`src/rtl/dtmf_steer_pkg.sv`:
```
`timescale 1ns/1ps
package dtmf_steer_pkg;
  localparam int CODE_W = 4;

  typedef enum logic [1:0] {
    ST_IDLE = 2'd0,  // no digit, tone absent
    ST_ACQ  = 2'd1,  // tone seen, qualifying its duration
    ST_HELD = 2'd2,  // digit registered, tone present
    ST_REL  = 2'd3   // digit registered, qualifying the pause
  } steer_state_t;
endpackage

```
`src/rtl/dtmf_rst_sync.sv`:
```
`timescale 1ns/1ps
module dtmf_rst_sync (
  input  logic clk,
  input  logic arst_n,
  output logic rst_sync_n
);
  logic [1:0] sync_q;

  always_ff @(posedge clk or negedge arst_n) begin
    if (!arst_n) sync_q <= 2'b00;
    else         sync_q <= {sync_q[0], 1'b1};
  end

  assign rst_sync_n = sync_q[1];
endmodule

```
`src/rtl/dtmf_guard_fsm.sv`:
```
`timescale 1ns/1ps
module dtmf_guard_fsm
  import dtmf_steer_pkg::*;
#(
  parameter int CNT_W = 8
) (
  input  logic             clk,
  input  logic             rst_n,
  input  logic             tick_en,
  input  logic             tone_i,
  input  logic [CNT_W-1:0] present_lim,
  input  logic [CNT_W-1:0] absent_lim,
  input  logic             strobe_i,
  output logic             load_o,
  output logic             end_o,
  output logic             digit_o
);
  localparam logic [CNT_W-1:0] CNT_MAX = {CNT_W{1'b1}};
  localparam logic [CNT_W-1:0] CNT_ONE = CNT_W'(1);

  steer_state_t     st_q, st_n;
  logic [CNT_W-1:0] cnt_q, cnt_n;
  logic             cnt_step;

  assign cnt_step = tick_en && (cnt_q != CNT_MAX);

  always_comb begin
    st_n   = st_q;
    cnt_n  = cnt_q;
    load_o = 1'b0;
    end_o  = 1'b0;
    case (st_q)
      ST_IDLE: begin
        if (tone_i) begin
          st_n  = ST_ACQ;
          cnt_n = tick_en ? CNT_ONE : '0;
        end
      end
      ST_ACQ: begin
        if (!tone_i) begin
          st_n  = ST_IDLE;
          cnt_n = '0;
        end else if (cnt_q >= present_lim) begin
          st_n   = ST_HELD;
          cnt_n  = '0;
          load_o = 1'b1;
        end else if (cnt_step) begin
          cnt_n = cnt_q + CNT_ONE;
        end
      end
      ST_HELD: begin
        if (!tone_i) begin
          st_n  = ST_REL;
          cnt_n = tick_en ? CNT_ONE : '0;
        end
      end
      ST_REL: begin
        if (tone_i) begin
          st_n  = ST_HELD;
          cnt_n = '0;
        end else if ((cnt_q >= absent_lim) && strobe_i) begin
          st_n  = ST_IDLE;
          cnt_n = '0;
          end_o = 1'b1;
        end else if (cnt_step) begin
          cnt_n = cnt_q + CNT_ONE;
        end
      end
      default: begin
        st_n  = ST_IDLE;
        cnt_n = '0;
      end
    endcase
  end

  always_ff @(posedge clk or negedge rst_n) begin
    if (!rst_n) begin
      st_q  <= ST_IDLE;
      cnt_q <= '0;
    end else begin
      st_q  <= st_n;
      cnt_q <= cnt_n;
    end
  end

  assign digit_o = (st_q == ST_HELD) || (st_q == ST_REL);

  // a tone that vanishes while qualifying never yields a digit
  assert_short_tone_dropped_R1: assert property (@(posedge clk) disable iff (!rst_n)
    (st_q == ST_ACQ && !tone_i) |=> !digit_o);

  // guard is kept while the tone persists
  assert_guard_follows_tone_R3: assert property (@(posedge clk) disable iff (!rst_n)
    (digit_o && tone_i) |=> digit_o);

  // a returning tone during the pause resumes the same digit
  assert_dropout_resumes_R5: assert property (@(posedge clk) disable iff (!rst_n)
    (st_q == ST_REL && tone_i) |=> (st_q == ST_HELD));

  // the digit cannot end before the strobe has been raised
  assert_end_after_strobe_R6: assert property (@(posedge clk) disable iff (!rst_n)
    (st_q == ST_REL && !strobe_i) |=> (st_q != ST_IDLE));

  // without a tick the qualifying count cannot complete
  assert_no_tick_no_progress_R8: assert property (@(posedge clk) disable iff (!rst_n)
    (st_q == ST_ACQ && tone_i && !tick_en && (cnt_q < present_lim) && $stable(present_lim))
      |=> (st_q == ST_ACQ));
endmodule

```
`src/rtl/dtmf_settle.sv`:
```
`timescale 1ns/1ps
module dtmf_settle #(
  parameter int SETTLE = 2
) (
  input  logic clk,
  input  logic rst_n,
  input  logic load_i,
  input  logic end_i,
  input  logic digit_i,
  output logic strobe_o
);
  localparam int             SW          = $clog2(SETTLE + 1);
  localparam logic [SW-1:0]  SETTLE_LAST = SW'(SETTLE - 1);

  logic [SW-1:0] scnt_q, scnt_n;
  logic          strobe_n;

  always_comb begin
    scnt_n   = scnt_q;
    strobe_n = strobe_o;
    if (end_i || load_i) begin
      scnt_n   = '0;
      strobe_n = 1'b0;
    end else if (digit_i && !strobe_o) begin
      if (scnt_q == SETTLE_LAST) strobe_n = 1'b1;
      else                       scnt_n   = scnt_q + SW'(1);
    end
  end

  always_ff @(posedge clk or negedge rst_n) begin
    if (!rst_n) begin
      scnt_q   <= '0;
      strobe_o <= 1'b0;
    end else begin
      scnt_q   <= scnt_n;
      strobe_o <= strobe_n;
    end
  end

  // the strobe only exists while a digit is held
  assert_strobe_within_digit_R4: assert property (@(posedge clk) disable iff (!rst_n)
    strobe_o |-> digit_i);

  // once raised, the strobe stays until the digit ends
  assert_strobe_held_R6: assert property (@(posedge clk) disable iff (!rst_n)
    (strobe_o && !end_i) |=> strobe_o);
endmodule

```
`src/rtl/dtmf_code_latch.sv`:
```
`timescale 1ns/1ps
module dtmf_code_latch
  import dtmf_steer_pkg::*;
(
  input  logic              clk,
  input  logic              rst_n,
  input  logic              load_i,
  input  logic [CODE_W-1:0] code_i,
  input  logic              oe_i,
  output logic [CODE_W-1:0] bus_o,
  output logic              drv_o
);
  logic [CODE_W-1:0] code_q, code_n;

  always_comb begin
    code_n = code_q;
    if (load_i) code_n = code_i;
  end

  always_ff @(posedge clk or negedge rst_n) begin
    if (!rst_n) code_q <= '0;
    else        code_q <= code_n;
  end

  assign bus_o = oe_i ? code_q : '0;
  assign drv_o = oe_i;

  // the stored code changes only on a registration
  assert_latch_hold_R12: assert property (@(posedge clk) disable iff (!rst_n)
    !load_i |=> $stable(code_q));
endmodule

```
`src/rtl/dtmf_steer_validator.sv`:
```
`timescale 1ns/1ps
module dtmf_steer_validator
  import dtmf_steer_pkg::*;
#(
  parameter int CNT_W  = 8,
  parameter int SETTLE = 2
) (
  input  logic              clk,
  input  logic              rst_n,
  input  logic              tick_en,
  input  logic              tone_valid,
  input  logic [CODE_W-1:0] tone_code,
  input  logic [CNT_W-1:0]  present_lim,
  input  logic [CNT_W-1:0]  absent_lim,
  input  logic              oe,
  output logic [CODE_W-1:0] code_bus,
  output logic              bus_drive,
  output logic              guard,
  output logic              strobe
);
  logic rst_s_n;
  logic load_w;
  logic end_w;
  logic digit_w;
  logic strobe_w;

  dtmf_rst_sync u_rst (
    .clk        (clk),
    .arst_n     (rst_n),
    .rst_sync_n (rst_s_n)
  );

  dtmf_guard_fsm #(.CNT_W(CNT_W)) u_fsm (
    .clk         (clk),
    .rst_n       (rst_s_n),
    .tick_en     (tick_en),
    .tone_i      (tone_valid),
    .present_lim (present_lim),
    .absent_lim  (absent_lim),
    .strobe_i    (strobe_w),
    .load_o      (load_w),
    .end_o       (end_w),
    .digit_o     (digit_w)
  );

  dtmf_settle #(.SETTLE(SETTLE)) u_settle (
    .clk      (clk),
    .rst_n    (rst_s_n),
    .load_i   (load_w),
    .end_i    (end_w),
    .digit_i  (digit_w),
    .strobe_o (strobe_w)
  );

  dtmf_code_latch u_latch (
    .clk    (clk),
    .rst_n  (rst_s_n),
    .load_i (load_w),
    .code_i (tone_code),
    .oe_i   (oe),
    .bus_o  (code_bus),
    .drv_o  (bus_drive)
  );

  assign guard  = digit_w;
  assign strobe = strobe_w;
endmodule

```
`config.mk`:
```
export PLATFORM = sky130hd
export DESIGN_NAME = dtmf_steer_validator
export DESIGN_NICKNAME = d
export VERILOG_FILES = /design/src/rtl/dtmf_steer_pkg.sv /design/src/rtl/dtmf_rst_sync.sv /design/src/rtl/dtmf_guard_fsm.sv /design/src/rtl/dtmf_settle.sv /design/src/rtl/dtmf_code_latch.sv /design/src/rtl/dtmf_steer_validator.sv
export SDC_FILE = /design/constraint.sdc
export NUM_CORES = 1
export LEC_CHECK = 0
export BUFFER_PORTS_ARGS = -buffer_cell sky130_fd_sc_hd__buf_2
export CORE_AREA = 3 3 59 61
export DETAILED_ROUTE_END_ITERATION = 12
export DIE_AREA = 0 0 62 64
export GPL_TIMING_DRIVEN = 0
export HOLD_SLACK_MARGIN = 0.05
export PLACE_DENSITY = 0.74
export SETUP_SLACK_MARGIN = 0.1
export SLEW_MARGIN = 20
export SYNTH_ARGS = -nofsm -noshare
export SYNTH_HDL_FRONTEND = slang
export SYNTH_SLANG_ARGS = --single-unit
```
`constraint.sdc`:
```
create_clock -name clk -period 0.8 [get_ports clk]
set_input_delay 0.08 -clock clk [delete_from_list [all_inputs] [get_ports clk]]
set_output_delay 0.08 -clock clk [all_outputs]
set_load 0.01 [all_outputs]
```
==> results of run 1 <==
==> layer usage <==
layer	wire [um]	vias up	part of all wire [%]	track usage, %
li1	-	696	-	-
met1	1560	688	40	22.6
met2	2140	39	55	35.5
met3	142	6	3.6	4.44
met4	62	0	1.6	4.24
met5	0	-	0	0
==> power by group through the flow <==
stage	clock network [W]	registers (W)	logic [W]
3_5_place_dp	0	0.00113	0.000471
6_report	0.000492	0.00110	0.000691
4_1_cts	0.000502	0.00110	0.000562
2_1_floorplan	0	0.00111	0.000309
5_1_grt	0.000552	0.00111	0.000770
3_3_place_gp	0	0.00112	0.000431
==> layout by cell type (no fill, tap or decap), types with 3 or more instances in the layout <==
master,count
ha_1,12
mux2_4,4
nor2_1,13
a21oi_2,5
buf_2,30
buf_4,22
nand4_1,4
nand2_1,8
dfrtp_2,6
buf_6,5
inv_1,20
ha_4,5
a21oi_1,8
and2_1,5
clkbuf_4,3
nand3_1,9
dfrtp_1,13
==> registers in the layout (all words and copies together) (netlist names), named ones only <==
register and cells:
u_fsm.cnt_q 8, u_fsm.st_q 1, u_latch.code_q 4, u_rst.sync_q 2
u_settle.scnt_q 2, u_settle.strobe_o 1
==> kinds of logic after synthesis <==
kind of cell	Yosys count
mux	5
simple gates	57
fa+ha+maj	18
flops	19
xor+xnor	1
buf+inv	26
other cells	1
compound gates	35
==> metrics by stage <==
step	cell area, um2	hold WS (ns)
finish	2100	-0.00110
global route	2100	-0.0119
CTS	1880	-0.000200
detailed placement	1710	-0.134
global placement	1710	-0.135
floorplan	1500	-0.216
==> cell type report <==
| type | count | share of cell area [%] |
|---|---|---|
| Multi-Input combinational cell | 117 | 49.6 |
| Sequential cell | 19 | 23.0 |
| Timing Repair Buffer | 56 | 17.3 |
| Inverter | 20 | 3.57 |
| Buffer | 6 | 2.68 |
| Tap cell | 44 | 2.62 |
| Clock buffer | 3 | 1.07 |
| Clock inverter | 1 | 0.238 |
==> path summary, 6_finish.rpt <==
kind	startpoint	to
worst max-delay path	u_fsm.cnt_q[6]	u_fsm.cnt_q[5]
worst min-delay path	tone_code[0]	u_latch.code_q[0]
worst max register to register	u_fsm.cnt_q[6]	u_fsm.cnt_q[5]
worst min register to register	u_rst.sync_q[1]	u_latch.code_q[0]
max in group asynchronous	u_rst.sync_q[1]	u_fsm.cnt_q[0]
min in group asynchronous	rst_n	u_rst.sync_q[1]
==> timing repair <==
item	4_1_cts	5_1_grt
pin swaps	8	9
cloned	0	1
gates resized for setup	12	23
setup buffers	13	11
hold endpoints to repair	6	4
setup endpoints to repair	40	40
==> flow_summary.toml, run 1 <==
[cells_and_area]
antenna_cells = 0
nFillCells = 224
multiInputGateArea_um2 = 1040
regArea_um2 = 483
fin_cells = 266
nets = 266
final_core_util_pct = 69.4
area_growth_pct = 44.5
drive_above_1_share_pct = 45.9

[sta]
slew_headroom_pct = 25.8
rsz0062_at_grt = "yes"
finalHoldViolCount = 2
drv_slew = 0
holdWs_ns = -0.00110
worstMarginPinSlew_ns = 1.11
timing.final.crit_share_pct = 284
fmax_mhz = 440
setup_ws_ns = -1.47
final.setup_skew_ns = 0.00923
setup_tns_ns = -24.92
setup_viol = 23
min_period_ns = 2.27

[die]
start_util_pct = 48.1
dieArea_um2 = 3970
std_cell_rows = 20
dieWidth_um = 62
pin_count = 32
die_h_um = 64
coreArea_um2 = 3030

[clock_tree]
path_clk_slew_ns = 0.11
ctsLongestPathBuffers = 2
clockRootBuffer = "clkbuf_4"
hold_buffers = 1
cts_buffers = 3
ctsHtreeMaxLevel = 1
clock_latency_ns = 0.30
clock-sinks = 19
tritoncts = "yes"

[yosys]
synth_xor_area_share_pct = 0.602
ys.flop_type = "dfrtp_1"
synth-adder-area-share_pct = 15.5
synthArstFlopShare_pct = 100
synthCells = 162
seq_area_frac_synth_pct = 32.7
synth_top_cell_area_share_pct = 32.7
synth_common_cells = "20 x inv_1, 19 x dfrtp_1, 18 x ha_1"
yosys-mux-area-fraction_pct = 3.78
ys_types = 45
yosys_register_bits = 19
synthTopCellsByArea = "dfrtp_1 33%, ha_1 15%, a21oi_1 5.2%, inv_1 5.2%, nand3_1 3.8%"
synth_top_area_cell = "dfrtp_1"
synth_edf_count = 0
synth_most_common_cell = "inv_1"
synth_top_family_by_area = "simple AND/OR/NAND/NOR gates"
synth_compound_area_share_pct = 17.4
synth-warning-count = 0
synth.cell_area_um2 = 1460
synth_nets = 205
synthSimpleGateAreaFrac_pct = 20.9
syn_avg_cell_area_um2 = 8.98

[routing]
vias = 1429
wire_per_inst_um = 14.7
drc = 0
drt-pass1-iter-count = 5
routed_wl_um = 3910
detail-route-antenna-nets = 0
initialDrtViolationCount = 61
viasPerCell = 5.37

[power_and_ir_drop]
clockPowerShare_pct = 21.6
power-per-cell-area_nw_per_um2 = 1090
seq_power_share_pct = 48.2
pwr-share-comb_pct = 30.3
p_switching_w = 0.000692
p_leak_nw = 1.04
p_total_w = 0.00228
switching_share_pct = 30.3
peakVddDrop_mv = 1.02
power.internal_w = 0.00159

[setup_path]
cpPeakStageDelay_ns = 0.43
critical_path_class = "reg2reg"
path_max_fanout = 5
cp_num_cells = 8
cpLargestDelayFamily = "compound AO/OA/AOI/OAI gates"
rrSetupSlack_ns = -1.47
crit_slowest_cell = "dfrtp_1"
start_kind = "flop"
crit_chain = "ha_4, and3_4, a221o_1, a22o_4, o32ai_4, buf_6, nand4_1, mux2i_1"
crit_required_ns = 1.03
critical_path_arrival_ns = 2.50
rr_worst_depth = 8
path_buf_inv = 1
end_kind = "flop"

[placed_design]
placed_cells = 237
dp_hpwl_um = 2630
numPortBuffers = 31
place_congestion = 0.857
place_ws_ns = -1.59

[global_route]
grt_pass1_wl_um = 5950
grt_overflow = 0
grt_start_max_net_pins = 18
antenna_found_initial = 0
grt.total_usage_pct = 19.6
grt_pass1_vias = 1376

[outcome]
status = "complete, but fails checks"
violations = "negative hold slack, negative setup slack"

[run]
drv_cap = 0

[hold_path]
min_path_cells = 2
hold_class = "in2reg"
Note: power is estimated with default switching activity, not from simulation.
==> run 2: changes to the inputs <==
--- a/config.mk
+++ b/config.mk
@@ -6,12 +6,12 @@
 export NUM_CORES = 1
 export LEC_CHECK = 0
 export BUFFER_PORTS_ARGS = -buffer_cell sky130_fd_sc_hd__buf_2
-export CORE_AREA = 3 3 59 61
+export CORE_AREA = 3 3 74 76
+export CTS_CLUSTER_SIZE = 14
 export DETAILED_ROUTE_END_ITERATION = 12
-export DIE_AREA = 0 0 62 64
+export DIE_AREA = 0 0 77 79
 export GPL_TIMING_DRIVEN = 0
 export HOLD_SLACK_MARGIN = 0.05
-export PLACE_DENSITY = 0.74
 export SETUP_SLACK_MARGIN = 0.1
 export SLEW_MARGIN = 20
 export SYNTH_ARGS = -nofsm -noshare
==> flow_summary.toml, run 2 (synthesis gave the netlist of run 1 again) <==
[sta]
setup_ws_ns = -1.36
final.setup_skew_ns = 0.00652
worstMarginPinSlew_ns = 1.05
drv_slew = 0
fmax_mhz = 462
slew_headroom_pct = 29.6
min_period_ns = 2.16
holdWs_ns = 0.0520
rsz0062_at_grt = "yes"
setup_viol = 23
timing.final.crit_share_pct = 270
finalHoldViolCount = 0

[clock_tree]
path_clk_slew_ns = 0.08
clockRootBuffer = "clkbuf_8"
clock-sinks = 19
ctsHtreeMaxLevel = 1
ctsLongestPathBuffers = 2
tritoncts = "yes"
clock_latency_ns = 0.26
hold_buffers = 1
cts_buffers = 3

[routing]
drc = 0
initialDrtViolationCount = 55
vias = 1335
drt-pass1-iter-count = 4
routed_wl_um = 3340
wire_per_inst_um = 11.8
detail-route-antenna-nets = 0
viasPerCell = 4.72

[run]
drv_cap = 0

[global_route]
grt_start_max_net_pins = 18
grt_pass1_wl_um = 5710
grt_overflow = 0
grt_pass1_vias = 1267
grt.total_usage_pct = 11.3
antenna_found_initial = 0

[cells_and_area]
drive_above_1_share_pct = 39.4
final_core_util_pct = 42.6
final_common_cell = "buf_2"
regArea_um2 = 480
top_register = "u_fsm.cnt_q"
reg.largest.list = "u_fsm.cnt_q (8), u_latch.code_q (4)"
final_cell_mix = "30 x buf_2, 20 x inv_1, 18 x buf_4"
largest_reg_flops = 8
multiInputGateArea_um2 = 986
nets = 260
nFillCells = 475
area_growth_pct = 40.0
antenna_cells = 0

[die]
std_cell_rows = 25
start_util_pct = 30.4
pin_count = 32
dieArea_um2 = 6080
die_h_um = 79
coreArea_um2 = 4790
dieWidth_um = 77

[setup_path]
critical_path_arrival_ns = 2.35
critical_path_class = "reg2reg"
end_kind = "flop"
path_max_fanout = 4
crit_required_ns = 0.98
start_kind = "flop"

[outcome]
status = "complete, but fails checks"
violations = "negative setup slack"

[power_and_ir_drop]
power-per-cell-area_nw_per_um2 = 1150
p_total_w = 0.00235
peakVddDrop_mv = 0.645
p_leak_nw = 1.01

[hold_path]
hold_class = "in2reg"

[placed_design]
place_congestion = 0.806
place_ws_ns = -1.59
dp_hpwl_um = 2380
numPortBuffers = 31
[run 2: cell count changes in the layout (fill, tap and decap cells not counted), sizes merged]
cell	before	now
buf	58	52
clkbuf	6	7
clkinv	1	0
[run 2: repair_timing]
action	4_1_cts	5_1_grt
buffers inserted	13	5
gates cloned	0	0
resized for setup	16	6
endpoints found under the hold margin	4	1
pin swaps	12	1
setup endpoints to repair	40	40
[run 2: where the power goes]
group	total [W]	switching, W	internal, W
sequential	0.00109	0.0000552	0.00103
combinational	0.000570	0.000270	0.000299
clock	0.000688	0.000334	0.000354
total	0.00235	0.000660	0.00169
[run 2: area by class of cell]
cell class	count	area share, %
clock buffers	4	2.21
flip-flops and latches	19	23.6
repair buffers	50	15.2
plain buffers	6	2.76
well taps	67	4.12
inverters	20	3.69
multi-input cells	117	48.4
[run 2: metrics by stage]
stage / std cells / instance area (um2) / TNS [ns]
after detailed placement: 260 / 1740 / -24.71
after global placement: 260 / 1740 / -24.02
after global routing: 283 / 2040 / -27.10
after floorplan: 162 / 1500 / -20.44
after CTS: 278 / 1980 / -23.76
final: 283 / 2040 / -22.89
[run 2: path summary, 6_finish.rpt]
check	start	endpoint	slack, ns	cells past startpoint
max in group asynchronous	u_rst.sync_q[1]	u_settle.strobe_o	0.01	0
min in group asynchronous	rst_n	u_rst.sync_q[0]	0.13	2
hold reg to reg	u_rst.sync_q[1]	u_fsm.cnt_q[2]	0.30	0
hold / removal	tone_code[3]	u_latch.code_q[3]	0.05	2
setup reg to reg	u_fsm.cnt_q[6]	u_fsm.cnt_q[5]	-1.36	8
setup / recovery	u_fsm.cnt_q[6]	u_fsm.cnt_q[5]	-1.36	8
[run 2: routing by layer]
metal | track usage [%] | vias to the layer above | share of wire (%)
met5 | 0 | - | 0
met4 | 3.74 | 0 | 1.0
met3 | 1.70 | 4 | 4.9
met2 | 18.0 | 37 | 44
met1 | 15.6 | 611 | 50
li1 | - | 683 | -
[run 2: worst max-delay path: stages (launching register included)]
cell and delay [ns]:
dfrtp_1 0.43, ha_4 0.24, a21o_4 0.21, a221o_1 0.32, a22o_4 0.25, o32ai_4 0.25, buf_6 0.16, a21oi_1 0.06
mux2i_1 0.18
==> run 3: changes to the inputs <==
--- a/config.mk
+++ b/config.mk
@@ -17,3 +17,4 @@
 export SYNTH_ARGS = -nofsm -noshare
 export SYNTH_HDL_FRONTEND = slang
 export SYNTH_SLANG_ARGS = --single-unit
+export TNS_END_PERCENT = 5
==> flow_summary.toml, run 3 (synthesis gave the netlist of run 1 again) <==
[cells_and_area]
reg.largest.list = "u_fsm.cnt_q (8), u_latch.code_q (4)"
antenna_cells = 0
final_common_cell = "buf_2"
multiInputGateArea_um2 = 993
largest_reg_flops = 8
final_cell_mix = "29 x buf_2, 20 x inv_1, 13 x nor2_1"
nets = 250
nFillCells = 486
top_register = "u_fsm.cnt_q"
drive_above_1_share_pct = 40.8
area_growth_pct = 37.0
regArea_um2 = 485

[setup_path]
crit_chain = "buf_4, ha_1, nand3_2, o31ai_4, buf_12, nor4_2, o311ai_0, o311ai_1"
reg2reg_to = "u_fsm.cnt_q[0]"
rr_startpoint = "u_fsm.cnt_q[7]"
rr_worst_depth = 8
crit_path_end = "u_fsm.cnt_q[0]"
crit_slowest_cell = "dfrtp_2"
path_buf_inv = 2
cp_num_cells = 8
critical_path_arrival_ns = 2.30
path_max_fanout = 6
critical_path_class = "reg2reg"
end_kind = "flop"
cpPeakStageDelay_ns = 0.45
rrSetupSlack_ns = -1.37
crit_required_ns = 0.93
cpLargestDelayFamily = "compound AO/OA/AOI/OAI gates"
start_kind = "flop"
startpoint = "u_fsm.cnt_q[7]"

[routing]
initialDrtViolationCount = 26
drt-pass1-iter-count = 4
detail-route-antenna-nets = 0
wire_per_inst_um = 12.0
drc = 0
routed_wl_um = 3270
viasPerCell = 4.72
vias = 1288

[run]
drv_cap = 0

[placed_design]
numPortBuffers = 31
dp_hpwl_um = 2340
place_congestion = 0.791

[power_and_ir_drop]
seq_power_share_pct = 47.3
pwr-share-comb_pct = 22.2
peakVddDrop_mv = 0.864
switching_share_pct = 29.0
clockPowerShare_pct = 30.5
power.internal_w = 0.00167
power-per-cell-area_nw_per_um2 = 1180
p_switching_w = 0.000682
p_leak_nw = 0.952

[sta]
setup_ws_ns = -1.37
final.setup_skew_ns = 0.000854
rsz0062_at_grt = "yes"
setup_viol = 23
min_period_ns = 2.17
worstMarginPinSlew_ns = 0.953
drv_slew = 0
setup_tns_ns = -22.46
finalHoldViolCount = 0
holdWs_ns = 0.0445
timing.final.crit_share_pct = 271
fmax_mhz = 461
slew_headroom_pct = 36.0

[hold_path]
hold_class = "in2reg"

[global_route]
grt_overflow = 0
grt_pass1_wl_um = 5620
antenna_found_initial = 0
grt_start_max_net_pins = 18
grt_pass1_vias = 1285
grt.total_usage_pct = 11.2

[die]
std_cell_rows = 25
coreArea_um2 = 4790
start_util_pct = 30.4
die_h_um = 79
dieArea_um2 = 6080
pin_count = 32
dieWidth_um = 77

[outcome]
status = "complete, but fails checks"
violations = "negative setup slack"

[clock_tree]
ctsHtreeMaxLevel = 1
hold_buffers = 1
tritoncts = "yes"
ctsLongestPathBuffers = 2
clock_latency_ns = 0.26
cts_buffers = 3
path_clk_slew_ns = 0.08
clock-sinks = 19
clockRootBuffer = "clkbuf_8"
-- run 3: cell type report --
| cell class | instances | area share [%] |
|---|---|---|
| Sequential cell | 19 | 24.4 |
| Clock buffer | 3 | 2.07 |
| Multi-Input combinational cell | 117 | 49.8 |
| Tap cell | 67 | 4.21 |
| Inverter | 20 | 3.77 |
| Buffer | 6 | 2.82 |
| Timing Repair Buffer | 40 | 12.6 |
| Clock inverter | 1 | 0.377 |
-- run 3: worst min path at each step --
stage,from,to,depth (start not counted)
after global routing,tone_code[1],u_latch.code_q[1],2
final,tone_code[1],u_latch.code_q[1],2
after floorplan,rst_n,u_rst.sync_q[0],0
after CTS,tone_code[1],u_latch.code_q[1],2
after global placement,rst_n,u_rst.sync_q[0],1
after detailed placement,rst_n,u_rst.sync_q[0],1
-- run 3: timing repair --
item,CTS,global route
gates resized for setup,14,24
setup buffers,5,3
pin swaps,8,3
gates cloned,0,0
endpoints found under the hold margin,6,4
endpoints found under the setup margin,40,23
-- run 3: power groups by stage --
| stage | combinational (W) | sequential [W] | clock, W |
|---|---|---|---|
| 3_3_place_gp | 0.000416 | 0.00113 | 0 |
| 3_5_place_dp | 0.000424 | 0.00113 | 0 |
| 6_report | 0.000521 | 0.00111 | 0.000716 |
| 4_1_cts | 0.000456 | 0.00111 | 0.000742 |
| 2_1_floorplan | 0.000282 | 0.00111 | 0 |
| 5_1_grt | 0.000596 | 0.00113 | 0.000785 |
-- run 3: metrics by stage --
| stage | instances | utilization (%) | instance area, um2 | setup slack (ns) | power (W) |
|---|---|---|---|---|---|
| after floorplan | 162 | - | 1460 | -1.38 | 0.00139 |
| after global placement | 260 | 35.6 | 1700 | -1.59 | 0.00154 |
| after detailed placement | 260 | 35.6 | 1700 | -1.60 | 0.00155 |
| after CTS | 270 | 38.9 | 1860 | -1.38 | 0.00231 |
| after global routing | 273 | 41.6 | 1990 | -1.48 | 0.00251 |
| final | 273 | 41.6 | 1990 | -1.37 | 0.00235 |
-- run 3: per-layer routing --
metal	vias up	part of all wire, %	GRT usage (%)
met4	0	1.6	3.74
met5	-	0	0
met2	31	44	18.1
li1	658	-	-
met1	594	50	15.1
met3	5	4.7	2.15
-- run 3: worst reg2reg max path: stages, from the launching register on --
cell	delay [ns]
dfrtp_2	0.45
buf_4	0.17
ha_1	0.32
nand3_2	0.10
o31ai_4	0.30
buf_12	0.17
nor4_2	0.05
o311ai_0	0.33
o311ai_1	0.15
